==> config.mk <==
export PLATFORM = sky130hd
export DESIGN_NAME = svm_pipe
export DESIGN_NICKNAME = d
export VERILOG_FILES = /design/src/rtl/svm_pkg.sv /design/src/rtl/svm_diff.sv /design/src/rtl/svm_shape.sv /design/src/rtl/svm_delay.sv /design/src/rtl/svm_pipe.sv
export SDC_FILE = /design/constraint.sdc
export NUM_CORES = 1
export LEC_CHECK = 0
export ABC_AREA = 1
export BUFFER_PORTS_ARGS = -buffer_cell sky130_fd_sc_hd__buf_2
export CAP_MARGIN = 20
export CORE_AREA = 3 3 135 137
export CTS_BUF_LIST = sky130_fd_sc_hd__clkbuf_4 sky130_fd_sc_hd__clkbuf_8
export DETAILED_ROUTE_END_ITERATION = 10
export DIE_AREA = 0 0 138 140
export GPL_TIMING_DRIVEN = 0
export PLACE_DENSITY = 0.79
export SETUP_SLACK_MARGIN = 0.2
export SYNTH_ARGS = -nofsm -noshare
export SYNTH_HDL_FRONTEND = slang
export SYNTH_SLANG_ARGS = --single-unit
==> constraint.sdc <==
create_clock -name clk -period 13.1 [get_ports clk]
set_clock_uncertainty 0.1 [all_clocks]
set_input_delay 1.31 -clock clk [delete_from_list [all_inputs] [get_ports clk]]
set_output_delay 1.31 -clock clk [all_outputs]
set_load 0.005 [all_outputs]
==> src/rtl/svm_pkg.sv <==
package svm_pkg;

    localparam int PIX_W     = 8;
    localparam int SPAN_W    = 3;
    localparam int MAX_SPAN  = 6;
    localparam int GAIN_W    = 8;
    localparam int GAIN_FRAC = 5;
    localparam int DLY_W     = 4;

    // Map a raw span code onto the legal range 1..max_span.
    function automatic logic [SPAN_W-1:0] clamp_span(input logic [SPAN_W-1:0] raw,
                                                     input int max_span);
        logic [SPAN_W-1:0] res;
        if (raw == '0)
            res = SPAN_W'(1);
        else if (int'(raw) > max_span)
            res = SPAN_W'(max_span);
        else
            res = raw;
        return res;
    endfunction

endpackage

==> src/rtl/svm_diff.sv <==
module svm_diff
    import svm_pkg::*;
#(
    parameter int P_PIX_W    = PIX_W,
    parameter int P_SPAN_W   = SPAN_W,
    parameter int P_MAX_SPAN = MAX_SPAN
) (
    input  logic                      clk,
    input  logic                      rst_n,
    input  logic [P_PIX_W-1:0]        red_i,
    input  logic [P_PIX_W-1:0]        grn_i,
    input  logic [P_PIX_W-1:0]        blu_i,
    input  logic                      sel_i,
    input  logic [P_SPAN_W-1:0]       span_a_i,
    input  logic [P_SPAN_W-1:0]       span_b_i,
    output logic signed [P_PIX_W:0]   diff_o,
    output logic                      sel_o
);
    localparam int DIFF_W = P_PIX_W + 1;
    localparam int SUM_W  = P_PIX_W + 2;

    typedef struct packed {
        logic [P_PIX_W-1:0]                    luma;
        logic                                  sel_y;
        logic [P_MAX_SPAN-1:0][P_PIX_W-1:0]    hist;
        logic signed [DIFF_W-1:0]              diff;
        logic                                  sel_d;
    } diff_st_t;

    diff_st_t st_d, st_q;
    logic [SUM_W-1:0]     wsum;
    logic [P_SPAN_W-1:0]  span_eff;
    logic [P_PIX_W-1:0]   older;

    always_comb begin
        st_d = st_q;
        wsum = SUM_W'(red_i) + {1'b0, grn_i, 1'b0} + SUM_W'(blu_i);
        st_d.luma  = P_PIX_W'(wsum >> 2);
        st_d.sel_y = sel_i;

        st_d.hist[0] = st_q.luma;
        for (int i = 1; i < P_MAX_SPAN; i++)
            st_d.hist[i] = st_q.hist[i-1];

        span_eff = st_q.sel_y ? clamp_span(span_b_i, P_MAX_SPAN)
                              : clamp_span(span_a_i, P_MAX_SPAN);
        older = '0;
        for (int i = 0; i < P_MAX_SPAN; i++)
            if (P_SPAN_W'(i + 1) == span_eff)
                older = st_q.hist[i];

        st_d.diff  = $signed({1'b0, st_q.luma}) - $signed({1'b0, older});
        st_d.sel_d = st_q.sel_y;
    end

    always_ff @(posedge clk) begin
        if (!rst_n) begin
            st_q <= '0;
        end else begin
            st_q <= st_d;
        end
    end

    assign diff_o = st_q.diff;
    assign sel_o  = st_q.sel_d;

    // a span of one compares neighbours, so two equal successive lumas give zero
    assert_flat_zero_R2: assert property (@(posedge clk) disable iff (!rst_n)
        (st_q.luma == st_q.hist[0] && span_eff == P_SPAN_W'(1)) |=> (diff_o == '0));

endmodule

==> src/rtl/svm_shape.sv <==
module svm_shape
    import svm_pkg::*;
#(
    parameter int P_PIX_W     = PIX_W,
    parameter int P_GAIN_W    = GAIN_W,
    parameter int P_GAIN_FRAC = GAIN_FRAC
) (
    input  logic                      clk,
    input  logic                      rst_n,
    input  logic signed [P_PIX_W:0]   diff_i,
    input  logic                      sel_i,
    input  logic [P_GAIN_W-1:0]       gain_a_i,
    input  logic [P_GAIN_W-1:0]       gain_b_i,
    input  logic [P_PIX_W-1:0]        thr_i,
    input  logic [P_PIX_W-1:0]        lim_i,
    output logic [P_PIX_W-1:0]        code_o
);
    localparam int DIFF_W = P_PIX_W + 1;
    localparam int MAG_W  = DIFF_W;
    localparam int PROD_W = MAG_W + P_GAIN_W;
    localparam logic [P_PIX_W-1:0] MID_CODE = {1'b1, {(P_PIX_W-1){1'b0}}};
    localparam logic [P_PIX_W-1:0] LIM_MAX  = {1'b0, {(P_PIX_W-1){1'b1}}};

    typedef struct packed {
        logic [P_PIX_W-1:0] code;
    } shape_st_t;

    shape_st_t st_d, st_q;
    logic                 neg;
    logic [MAG_W-1:0]     mag, thr_ext, cored;
    logic [P_GAIN_W-1:0]  gain;
    logic [PROD_W-1:0]    scaled;
    logic [P_PIX_W-1:0]   lim_eff, clip;

    always_comb begin
        neg     = diff_i[DIFF_W-1];
        mag     = neg ? MAG_W'(-diff_i) : MAG_W'(diff_i);
        thr_ext = MAG_W'(thr_i);
        cored   = (mag > thr_ext) ? (mag - thr_ext) : '0;
        gain    = sel_i ? gain_b_i : gain_a_i;
        scaled  = (PROD_W'(cored) * PROD_W'(gain)) >> P_GAIN_FRAC;
        lim_eff = (lim_i > LIM_MAX) ? LIM_MAX : lim_i;
        clip    = (scaled > PROD_W'(lim_eff)) ? lim_eff : P_PIX_W'(scaled);
        st_d.code = neg ? (MID_CODE - clip) : (MID_CODE + clip);
    end

    always_ff @(posedge clk) begin
        if (!rst_n) begin
            st_q.code <= MID_CODE;
        end else begin
            st_q <= st_d;
        end
    end

    assign code_o = st_q.code;

    // differences inside the coring band produce the mid code
    assert_core_band_R4: assert property (@(posedge clk) disable iff (!rst_n)
        (diff_i <= $signed({1'b0, thr_i}) && diff_i >= -$signed({1'b0, thr_i}))
        |=> (code_o == MID_CODE));

    // the sign of the difference decides the side of the mid code
    assert_sign_pos_R5: assert property (@(posedge clk) disable iff (!rst_n)
        (diff_i > 0) |=> (code_o >= MID_CODE));
    assert_sign_neg_R5: assert property (@(posedge clk) disable iff (!rst_n)
        (diff_i < 0) |=> (code_o <= MID_CODE));

endmodule

==> src/rtl/svm_delay.sv <==
module svm_delay
    import svm_pkg::*;
#(
    parameter int P_PIX_W = PIX_W,
    parameter int P_DLY_W = DLY_W
) (
    input  logic                        clk,
    input  logic                        rst_n,
    input  logic [P_PIX_W-1:0]          in_i,
    input  logic signed [P_DLY_W-1:0]   dly_i,
    output logic [P_PIX_W-1:0]          out_o
);
    localparam int CODE_MAX = 2 ** (P_DLY_W - 1) - 1;
    localparam int LINE_LEN = CODE_MAX;
    localparam int IDX_W    = $clog2(LINE_LEN + 1);
    localparam int H_W      = IDX_W + 1;
    localparam logic [P_PIX_W-1:0] MID_CODE = {1'b1, {(P_PIX_W-1){1'b0}}};
    localparam logic [P_DLY_W-1:0] CODE_LOW  = {1'b1, {(P_DLY_W-2){1'b0}}, 1'b1};
    localparam logic [P_DLY_W-1:0] CODE_OVER = {1'b1, {(P_DLY_W-1){1'b0}}};

    typedef struct packed {
        logic [LINE_LEN-1:0][P_PIX_W-1:0] taps;
        logic [P_PIX_W-1:0]               out;
    } dly_st_t;

    dly_st_t st_d, st_q;
    logic [LINE_LEN:0][P_PIX_W-1:0] win;
    logic signed [P_DLY_W-1:0]      csat;
    logic [H_W-1:0]                 halves;
    logic [IDX_W-1:0]               k, k_nxt;
    logic [P_PIX_W-1:0]             near, far;
    logic [P_PIX_W:0]               pair;

    always_comb begin
        st_d = st_q;
        st_d.taps[0] = in_i;
        for (int j = 1; j < LINE_LEN; j++)
            st_d.taps[j] = st_q.taps[j-1];

        win[0] = in_i;
        for (int j = 1; j <= LINE_LEN; j++)
            win[j] = st_q.taps[j-1];

        csat   = (dly_i == $signed(CODE_OVER)) ? $signed(CODE_LOW) : dly_i;
        halves = H_W'(CODE_MAX) + H_W'(csat);
        k      = halves[H_W-1:1];
        k_nxt  = (k == IDX_W'(LINE_LEN)) ? k : (k + 1'b1);

        near = win[0];
        far  = win[0];
        for (int j = 0; j <= LINE_LEN; j++) begin
            if (IDX_W'(j) == k)     near = win[j];
            if (IDX_W'(j) == k_nxt) far  = win[j];
        end

        pair = ({1'b0, near} + {1'b0, far} + 1'b1) >> 1;
        st_d.out = halves[0] ? P_PIX_W'(pair) : near;
    end

    always_ff @(posedge clk) begin
        if (!rst_n) begin
            st_q.taps <= {LINE_LEN{MID_CODE}};
            st_q.out  <= MID_CODE;
        end else begin
            st_q <= st_d;
        end
    end

    assign out_o = st_q.out;

    // the shortest delay forwards the incoming code after one register
    assert_min_delay_R7: assert property (@(posedge clk) disable iff (!rst_n)
        (dly_i == $signed(CODE_LOW)) |=> (out_o == $past(in_i)));

    // the out-of-range code acts as the shortest delay
    assert_code_sat_R8: assert property (@(posedge clk) disable iff (!rst_n)
        (dly_i == $signed(CODE_OVER)) |=> (out_o == $past(in_i)));

endmodule

==> src/rtl/svm_pipe.sv <==
module svm_pipe
    import svm_pkg::*;
#(
    parameter int P_PIX_W     = PIX_W,
    parameter int P_SPAN_W    = SPAN_W,
    parameter int P_MAX_SPAN  = MAX_SPAN,
    parameter int P_GAIN_W    = GAIN_W,
    parameter int P_GAIN_FRAC = GAIN_FRAC,
    parameter int P_DLY_W     = DLY_W
) (
    input  logic                       clk,
    input  logic                       rst_n,
    input  logic [P_PIX_W-1:0]         red_i,
    input  logic [P_PIX_W-1:0]         grn_i,
    input  logic [P_PIX_W-1:0]         blu_i,
    input  logic                       osd_sel_i,
    input  logic [P_SPAN_W-1:0]        span_a_i,
    input  logic [P_SPAN_W-1:0]        span_b_i,
    input  logic [P_GAIN_W-1:0]        gain_a_i,
    input  logic [P_GAIN_W-1:0]        gain_b_i,
    input  logic [P_PIX_W-1:0]         core_thr_i,
    input  logic [P_PIX_W-1:0]         limit_i,
    input  logic signed [P_DLY_W-1:0]  dly_code_i,
    output logic [P_PIX_W-1:0]         drive_o
);
    logic signed [P_PIX_W:0] diff_w;
    logic                    sel_w;
    logic [P_PIX_W-1:0]      shaped_w;

    svm_diff #(
        .P_PIX_W(P_PIX_W), .P_SPAN_W(P_SPAN_W), .P_MAX_SPAN(P_MAX_SPAN)
    ) diff_i (
        .clk(clk), .rst_n(rst_n),
        .red_i(red_i), .grn_i(grn_i), .blu_i(blu_i),
        .sel_i(osd_sel_i), .span_a_i(span_a_i), .span_b_i(span_b_i),
        .diff_o(diff_w), .sel_o(sel_w)
    );

    svm_shape #(
        .P_PIX_W(P_PIX_W), .P_GAIN_W(P_GAIN_W), .P_GAIN_FRAC(P_GAIN_FRAC)
    ) shape_i (
        .clk(clk), .rst_n(rst_n),
        .diff_i(diff_w), .sel_i(sel_w),
        .gain_a_i(gain_a_i), .gain_b_i(gain_b_i),
        .thr_i(core_thr_i), .lim_i(limit_i),
        .code_o(shaped_w)
    );

    svm_delay #(
        .P_PIX_W(P_PIX_W), .P_DLY_W(P_DLY_W)
    ) delay_i (
        .clk(clk), .rst_n(rst_n),
        .in_i(shaped_w), .dly_i(dly_code_i),
        .out_o(drive_o)
    );

    // the clipped code stays strictly above zero
    assert_code_floor_R6: assert property (@(posedge clk) disable iff (!rst_n)
        drive_o != '0);

    // the cycle after reset the output sits at the mid code
    assert_reset_mid_R1: assert property (@(posedge clk)
        !rst_n |=> (drive_o == {1'b1, {(P_PIX_W-1){1'b0}}}));

endmodule

# Yosys cells after proc, flatten, opt, wreduce, memory -nomap -nowiden

Index checks and enable logic that the tools add are counted.

Register bits: 139
Bits of input ports: 69
Output and inout bits: 8
Word-level logic and storage cells: 94

Add/subtract/negate cells: 11
Multipliers: 1
Magnitude comparators: 5
Eq/ne operators: 22
Multiplexer cells: 34
Reductions and logical operators: 2

Operators with widths:

| operator            | count |
|---|---|
| $mux 8              | 25 |
| $eq 3x3->1 const A  | 11 |
| $eq 2x3->1 const A  | 6 |
| $mux 3              | 6 |
| $mux 9              | 2 |
| $mul 9x8->17        | 1 |
| $gt 12x8->1         | 1 |
| $add 10x8->10       | 1 |
| $add 8x9->10        | 1 |
| $add 8x8->9         | 1 |
| $add 9x1->9 const B | 1 |
| $eq 1x3->1 const A  | 3 |
| $gt 9x8->1          | 1 |
| $neg 9->9           | 1 |
| $sub 8x8->9         | 1 |
| $sub 9x8->9         | 1 |
| $add 8x8->8 const A | 1 |
| $gt 8x7->1 const B  | 1 |
| $sub 8x8->8 const A | 1 |
| $gt 3x3->1 const B  | 2 |
| $logic_not 3->1     | 2 |
| $add 4x4->4 const A | 1 |
| $eq 4x4->1 const B  | 1 |
| $mux 4              | 1 |
| 2 further kinds     | 2 |

# Depth between registers and ports, before layout

Gate-level depths: netlist of run 1.

Depth after elaboration: 16
Mapped depth: 53

# Hierarchy

Synthesis of run 1 repeated with hierarchy kept, for this count alone.

Cell total of the unflattened synthesis: 1,554
Area total of the unflattened synthesis: 10,767.8 um2

Modules (own cells, without submodules):

| module    | times used | cells each | area an instance (um2) |
|---|---|---|---|
| svm_shape | 1          | 579        | 3,828.7 |
| svm_delay | 1          | 550        | 3,731.1 |
| svm_diff  | 1          | 425        | 3,208.1 |

# Worst setup path before layout of run 1

OpenSTA, ideal clock, no wires.

Kind: input port to flip-flop
Start: in core_thr_i[5]
End: reg shape_i.st_q, in the netlist shape_i.code_o[6]
Setup time: 0.115 ns
Arrival time: 7.884 ns
Slack: 5.001 ns
Stages: 42
Cells stage by stage: inv_1 ha_1 nand2_1 nor2_1 nand2_1 nor3_1 nand2_2 nand2_1 nor2_1 inv_1 nor2_1 fa_1 inv_1 fa_1 inv_1 fa_1 inv_1 fa_1 [6 not listed] a21oi_1 inv_1 or2_2 nand2_1 inv_1 ha_1 nand4_1 o31ai_1 nand3_1 nor2_4 nand2_4 nand2_1 nand2_2 ha_1 nand3_1 nand2_1 a21oi_1 nor2_1

Cells in the longest elaborated chain, start to end: 7
Elaborated cells between the ends (all ways): 9
Those cells by class: add/sub (3); mul (1); order compare (2); mux (3)

Ends and longest elaborated chain:

| element                                           | RTL line        | text |
|---|---|---|
| from (decl)                                       | svm_pipe.sv:21  | `input logic [P_PIX_W-1:0] core_thr_i,` |
| $sub 9x8->9 / $gt 9x8->1 (equally long branches)  | svm_shape.sv:39 | `cored = (mag > thr_ext) ? (mag - thr_ext) : '0;` |
| $mux 9 *                                          | svm_shape.sv:39 |  |
| $mul 9x8->17 *                                    | svm_shape.sv:41 | `scaled = (PROD_W'(cored) * PROD_W'(gain)) >> P_GAIN_FRAC;` |
| $gt 12x8->1                                       | svm_shape.sv:43 | `clip = (scaled > PROD_W'(lim_eff)) ? lim_eff : P_PIX_W'(scaled);` |
| $mux 8 *                                          | svm_shape.sv:43 |  |
| $add 8x8->8 / $sub 8x8->8 (equally long branches) | svm_shape.sv:44 | `st_d.code = neg ? (MID_CODE - clip) : (MID_CODE + clip);` |
| $mux 8 *                                          | svm_shape.sv:44 |  |
| to (signal assigned)                              | svm_shape.sv:51 | `st_q <= st_d;` |
| to (decl)                                         | svm_shape.sv:28 | `shape_st_t st_d, st_q;` |

Mark *: on every way between the ends. The rest lies on a longest branch, timed or not.
A chain may end at the register's enable or synchronous reset.

# Worst setup path in the final report of run 1

Start: reg diff_i.st_q, in the netlist diff_i.diff_o[8]
End: reg shape_i.st_q, in the netlist shape_i.code_o[6]

Cells in the longest elaborated chain, start to end: 9
Elaborated cells between the ends (all ways): 11
Those cells by class: add/sub (4); mul (1); order compare (2); mux (4)

Ends and longest elaborated chain:

| element                                           | RTL line        | text |
|---|---|---|
| from (decl)                                       | svm_diff.sv:30  | `diff_st_t st_d, st_q;` |
| from (signal assigned)                            | svm_diff.sv:60  | `st_q <= st_d;` |
| $neg 9->9                                         | svm_shape.sv:37 | `mag = neg ? MAG_W'(-diff_i) : MAG_W'(diff_i);` |
| $mux 9                                            | svm_shape.sv:37 |  |
| $sub 9x8->9 / $gt 9x8->1 (equally long branches)  | svm_shape.sv:39 |  |
| $mux 9                                            | svm_shape.sv:39 |  |
| $mul 9x8->17                                      | svm_shape.sv:41 |  |
| $gt 12x8->1                                       | svm_shape.sv:43 |  |
| $mux 8                                            | svm_shape.sv:43 |  |
| $add 8x8->8 / $sub 8x8->8 (equally long branches) | svm_shape.sv:44 |  |
| $mux 8 *                                          | svm_shape.sv:44 |  |

Marked as above.

==> impl_metrics.tcl, run 1 <==
set metrics [dict create \
    vias 9461 \
    ys_ff_latch 139 \
    yosysTopAreaCell "dfxtp_1" \
    placed_cells 1797 \
    cts_buffer_depth 2 \
    synthMostInstantiatedCell "inv_1" \
    timing.max_cap.violations 0 \
    avgSynthCellArea_sq_um 6.878 \
    vias_per_cell 5.173 \
    ant_nets 0 \
    synthAdderAreaFrac 0.1971 \
    cts_tree "done" \
    drt_pass1_iterations 5 \
    path_class "reg -> reg" \
    setup_violations 0 \
    start_util 0.5994 \
    synth_cell_type_count 47 \
    period_minus_slack_ns 9.011 \
    p_clk_frac 0.109 \
    ios 77 \
    routedWlPerCell_um 13.25 \
    synth_compound_area_frac 0.1342 \
    initialDrtViolationCount 635 \
    relSlewSlack 0.3834 \
    synth_nets 1697 \
    yosysTopAreaCellShare 0.2703 \
    setup-tns-final_ns 0 \
    drc_errors 0 \
    path_delay_family "adder cells" \
    htreeDepth 4 \
    synthSimpleGateAreaFrac 0.2341 \
    antenna_found_initial 0 \
    power.total_mw 3.208 \
    switching_share 0.5474 \
    cts_buffers 17 \
    power_density_mw_per_mm2 282.5 \
    stdcell_count 1829 \
    worstSetupStartpointType "flip-flop" \
    gr-usage-met3 0.04541 \
    power_frac_seq 0.158 \
    muxShareOfSynthArea 0.002917 \
    whs_ns 0.3243 \
    drt-total-wl_mm 24.23 \
    hpwl_mm 19.46 \
    clk_pin_slew_ns 0.09 \
    overflow 0 \
    slowest_delay_ns 0.56 \
    synthXorXnorAreaFrac 0.01956 \
    drive_gt1_frac 0.09476 \
    synth_commonest_cells "inv_1, nand2_1, nor2_1" \
    worst_setup_path_end_kind "flip-flop" \
    dominantRegCellSynth "dfxtp_1" \
    syn_inst 1497 \
    grt_pass1_wl_mm 41.16 \
    area_delta_synth_final_pct 10.28 \
    fp.dieH_um 140 \
    hold_path_class "reg -> reg" \
    maxSlewViolCount 0 \
    power.share.combinational 0.734 \
    synth_top_family_by_area "simple AND/OR/NAND/NOR gates" \
    yosysWarnings 0 \
    fmax_ghz 0.1110 \
    nets 1791 \
    ctsHoldBuffers 0 \
    post-cts-setup-buffer-count 0 \
    ys_top_cells_by_area "dfxtp_1, inv_1, nand2_1" \
    cp.arrival_ns 9.28 \
    worstSkewPairLatency_ns 0.47 \
    cts_root_buffer "clkbuf_8" \
    p_switching_mw 1.756 \
    die_w_um 138 \
    path_buf_inv 9 \
    syn_area_sq_mm 0.01030 \
    clock_sinks 139 \
    dieArea_sq_mm 0.01932 \
    use_met1 0.3511 \
    status "finished clean" \
    grt_pass1_vias 8966 \
    critPathRequiredTime_ns 13.37 \
    grt_max_degree 18 \
    met2_usage 0.4178 \
    row_count 48 \
    slowest_stage "fa_1" \
    finalHoldViolations 0 \
    ys_async_sr_fraction 0 \
    vdd_ir_drop_max_mv 0.3215 \
    yosysSeqAreaShare 0.2703 \
    tightestPinTransition_ns 0.9178 \
    cellLeakagePower_nw 6.344 \
    crit_top_cell "inv_1" \
    crit_fanout 10 \
    p_int_mw 1.452 \
    numPortBuffers 75 \
    antenna_cells 0 \
    cts_resized 0 \
    synth_edf_count 0 \
    rsz0062_at_grt "no" \
    core_area_sq_mm 0.01718 \
    grt-busiest-layer "met2" \
    fill_cells 1542 \
    grt_util_all_layers 0.2542 \
    routabilityCongestion 0.9235 \
    finalCritPeriodShare 0.6878 \
]
per-stage QoR:
step                      area [sq um]    util  worst slack [ns]
final                            11350  0.6611             4.089
after CTS                        11350  0.6611             4.185
after floorplan                  10300       -             5.001
after global routing             11350  0.6611             3.321
after global placement           10950  0.6377             4.014
after detailed placement         10950  0.6377             3.907
cell usage in the layout, fill, tap and decap left out, types with 6 or more instances in the layout:
cell      instances
nor3_1           10
o21bai_1          6
a21oi_1          72
nand2_2          10
clkbuf_1         29
dfxtp_1         139
fa_1             52
nor2_1          149
inv_8             7
nand2_1         323
nand4_1           8
a211oi_1          7
buf_2            76
o211ai_1         16
xor2_1           15
clkbuf_8         17
nand3_1          48
a221oi_1          6
buf_4             8
a31oi_1          10
xnor2_1           8
o21ai_0         109
inv_1           336
ha_1             79
cells by family after synthesis:
logic type / after synthesis
adders and majority gates: 131
muxes: 3
xor gates and xnor gates: 23
buffers and inverters: 380
and+or+nand+nor: 575
other: 1
AOI/OAI and AO/OA: 245
DFF: 139
flip-flops by register name (all words and copies together), names as in the netlist:
name / flops
diff_i.st_d: 49
diff_i.st_q: 8
delay_i.st_d: 48
diff_i.sel_o: 1
shape_i.code_o: 8
diff_i.diff_o: 9
delay_i.out_o: 8
delay_i.st_q: 8
worst reg2reg max path, delay by kind of cell, from the launching register on:
kind            cells  cell delay (ns)
flops               1             0.44
compound gates      5             1.06
fa+ha+maj           8             3.39
buf+inv             9             0.99
xor+xnor            1             0.16
simple gates       21             2.73
per-layer routing:
layer	up-vias	routed length, um
li1	4807	-
met1	4327	11350
met2	292	10900
met3	35	1679
met4	0	307
met5	-	0
power by group through the flow:
stage | logic [mW] | clock network [mW] | registers (mW)
floorplan | 1.75 | 0 | 0.506
finish | 2.35 | 0.349 | 0.506
CTS | 2.31 | 0.351 | 0.505
global route | 2.71 | 0.369 | 0.511
detailed placement | 2.29 | 0 | 0.515
global placement | 2.24 | 0 | 0.514
cell type report:
| cell class | count | area [sq um] | share of cell area |
|---|---|---|---|
| clock buffer | 17 | 234.0 | 0.02061 |
| clock inverter | 15 | 167.7 | 0.01477 |
| multi-input combinational | 978 | 6056 | 0.5333 |
| buffer | 39 | 177.7 | 0.01565 |
| inverter | 341 | 1280 | 0.1127 |
| sequential | 139 | 2783 | 0.2451 |
| timing repair buffer | 75 | 375.4 | 0.03306 |
| tap | 225 | 281.5 | 0.02479 |
final timing paths:
check | slack [ns] | from | depth (start not counted) | endpoint
worst max register to register | 4.09 | diff_i.diff_o[8] | 44 | shape_i.code_o[6]
worst min-delay path | 0.32 | delay_i.st_d[16] | 2 | delay_i.st_d[24]
worst min register to register | 0.32 | delay_i.st_d[16] | 2 | delay_i.st_d[24]
worst max-delay path | 4.09 | diff_i.diff_o[8] | 44 | shape_i.code_o[6]
Power figures use the tool's default switching activity.
==> run 2, diff against run 1 <==
--- a/config.mk
+++ b/config.mk
@@ -8,12 +8,12 @@
 export ABC_AREA = 1
 export BUFFER_PORTS_ARGS = -buffer_cell sky130_fd_sc_hd__buf_2
 export CAP_MARGIN = 20
-export CORE_AREA = 3 3 135 137
+export CORE_AREA = 3 3 139 141
 export CTS_BUF_LIST = sky130_fd_sc_hd__clkbuf_4 sky130_fd_sc_hd__clkbuf_8
 export DETAILED_ROUTE_END_ITERATION = 10
-export DIE_AREA = 0 0 138 140
+export DIE_AREA = 0 0 142 144
 export GPL_TIMING_DRIVEN = 0
-export PLACE_DENSITY = 0.79
+export PLACE_DENSITY = 0.78
 export SETUP_SLACK_MARGIN = 0.2
 export SYNTH_ARGS = -nofsm -noshare
 export SYNTH_HDL_FRONTEND = slang
==> constraint.sdc (replaced) <==
create_clock -name clk -period 7.4 [get_ports clk]
set_clock_uncertainty 0.1 [all_clocks]
set_input_delay 0.74 -clock clk [delete_from_list [all_inputs] [get_ports clk]]
set_output_delay 0.74 -clock clk [all_outputs]
set_load 0.005 [all_outputs]
==> run 2 against run 1 <==
Against the previous run:
- the flow now finishes with violations (setup timing)
- core utilization is 3.3 points higher
- hold slack gained 0.0034 ns
- first-iteration DRC count rose by 33%
- sequential share of layout area shrank 2.2 points
- final cell count grew 3.5%
- critical path depth shrank 2
- flip-flop and latch count unchanged
- count of clock-buffer cells in the layout did not move
==> impl_metrics.tcl, run 2 (synthesized netlist as in run 1, its figures left out) <==
set metrics [dict create \
    status "finished, violations left" \
    violations "setup timing" \
    crit_top_cell "nor2_4" \
    maxSlewViolCount 0 \
    grt_pass1_wl_mm 44.51 \
    cts_buffer_depth 2 \
    critPathRequiredTime_ns 7.65 \
    grt_util_all_layers 0.2680 \
    vias_per_cell 5.451 \
    die_w_um 142 \
    period_minus_slack_ns 8.170 \
    postLayoutCellArea_sq_mm 0.01255 \
    htreeDepth 4 \
    fp.dieH_um 144 \
    drt-total-wl_mm 29.04 \
    row_count 49 \
    hold_path_class "reg -> reg" \
    worstSetupStartpointType "flip-flop" \
    drive_gt1_frac 0.2079 \
    grt_pass1_vias 9573 \
    area_delta_synth_final_pct 21.85 \
    nets 1851 \
    crit_fanout 6 \
    numPortBuffers 75 \
    drt_pass1_iterations 6 \
    dieArea_sq_mm 0.02045 \
    cts_buffers 17 \
    timing.max_cap.violations 0 \
    slowest_stage "fa_1" \
    met2_length_mm 13.34 \
    ctsHoldBuffers 0 \
    fmax_ghz 0.1224 \
    ios 77 \
    dpl_cell_area_sq_mm 0.01112 \
    cts_tree "done" \
    relSlewSlack 0.4101 \
    rsz0062_at_grt "yes" \
    clk_pin_slew_ns 0.09 \
    grt_max_degree 18 \
    cts_root_buffer "clkbuf_8" \
    largest_reg_flops 49 \
    wl_met3_mm 2.160 \
    antenna_found_initial 0 \
    layout_common_cells "inv_1, nand2_1, dfxtp_1" \
    worst_setup_path_end_kind "flip-flop" \
    slowest_delay_ns 0.53 \
    antenna_cells 0 \
    hpwl_mm 19.98 \
    vias 10320 \
    start_util 0.5693 \
    core_area_sq_mm 0.01809 \
    setup-tns-final_ns -5.506 \
    wl_met1_mm 12.45 \
    worstSkewPairLatency_ns 0.46 \
    top_layer "met4" \
    layout_commonest_cell "inv_1" \
    initialDrtViolationCount 846 \
    cp.arrival_ns 8.42 \
    fin_ws_ns -0.7697 \
    finalHoldViolations 0 \
    routabilityCongestion 0.9149 \
    path_class "reg -> reg" \
    clock_sinks 139 \
    routedWlPerCell_um 15.34 \
    drc_errors 0 \
    ant_nets 0 \
    overflow 0 \
    setup_violations 8 \
    finalCritPeriodShare 1.104 \
    tightestPinTransition_ns 0.8756 \
]
==> run 2: cell count changes in the layout (fill, tap and decap cells not counted), sizes merged <==
cell / previous run / this run
buf: 85 / 145
clkinv: 3 / 5
clkinvlp: 3 / 1
==> run 2: stage by stage <==
stage	util	hold slack (ns)	setup WS [ns]	std cells
final	0.6937	0.3277	-0.7697	1893
after global routing	0.6937	0.3388	-1.106	1893
after CTS	0.6734	0.3295	-0.2784	1876
after detailed placement	0.6146	0.3143	-0.9899	1801
after global placement	0.6146	0.3091	-0.9455	1801
after floorplan	-	0.2975	0.2024	1497
==> run 2: layout make-up <==
cell class,instances,area (sq um)
buffer,39,181.4
inverter,341,1295
timing repair buffer,135,859.6
sequential,139,2793
tap,229,286.5
clock buffer,17,234.0
clock inverter,15,170.2
multi-input combinational,978,6726
fill,1414,5540
==> run 2: final timing paths <==
kind	slack [ns]	endpoint	startpoint	depth (start not counted)
max	-0.77	shape_i.code_o[1]	diff_i.diff_o[0]	42
min	0.33	delay_i.st_d[43]	delay_i.st_d[35]	2
max reg2reg	-0.77	shape_i.code_o[1]	diff_i.diff_o[0]	42
min reg2reg	0.33	delay_i.st_d[43]	delay_i.st_d[35]	2
==> run 2: metal layers <==
metal,vias up,GRT usage
met3,112,0.05126
met4,0,0.08232
met5,-,0
li1,4947,-
met2,473,0.4358
met1,4787,0.3643
==> run 2: worst max-delay path, delay by kind of cell, from the launching register on <==
| kind | cells | cell delay, ns |
|---|---|---|
| flops | 1 | 0.38 |
| fa+ha+maj | 9 | 3.37 |
| simple gates | 12 | 1.52 |
| compound gates | 7 | 0.96 |
| xor+xnor | 3 | 0.85 |
| buf+inv | 11 | 0.87 |
==> run 2: timing repair <==
action | 4_1_cts | 5_1_grt
pin swaps | 65 | 60
setup endpoints to repair | 8 | 8
buffers inserted | 43 | 17
gates resized for setup | 90 | 61
Power of run 2 is left out: the tool's default activity adds up to more than one toggle a clock period on the data nets, which glitch-free logic cannot reach.
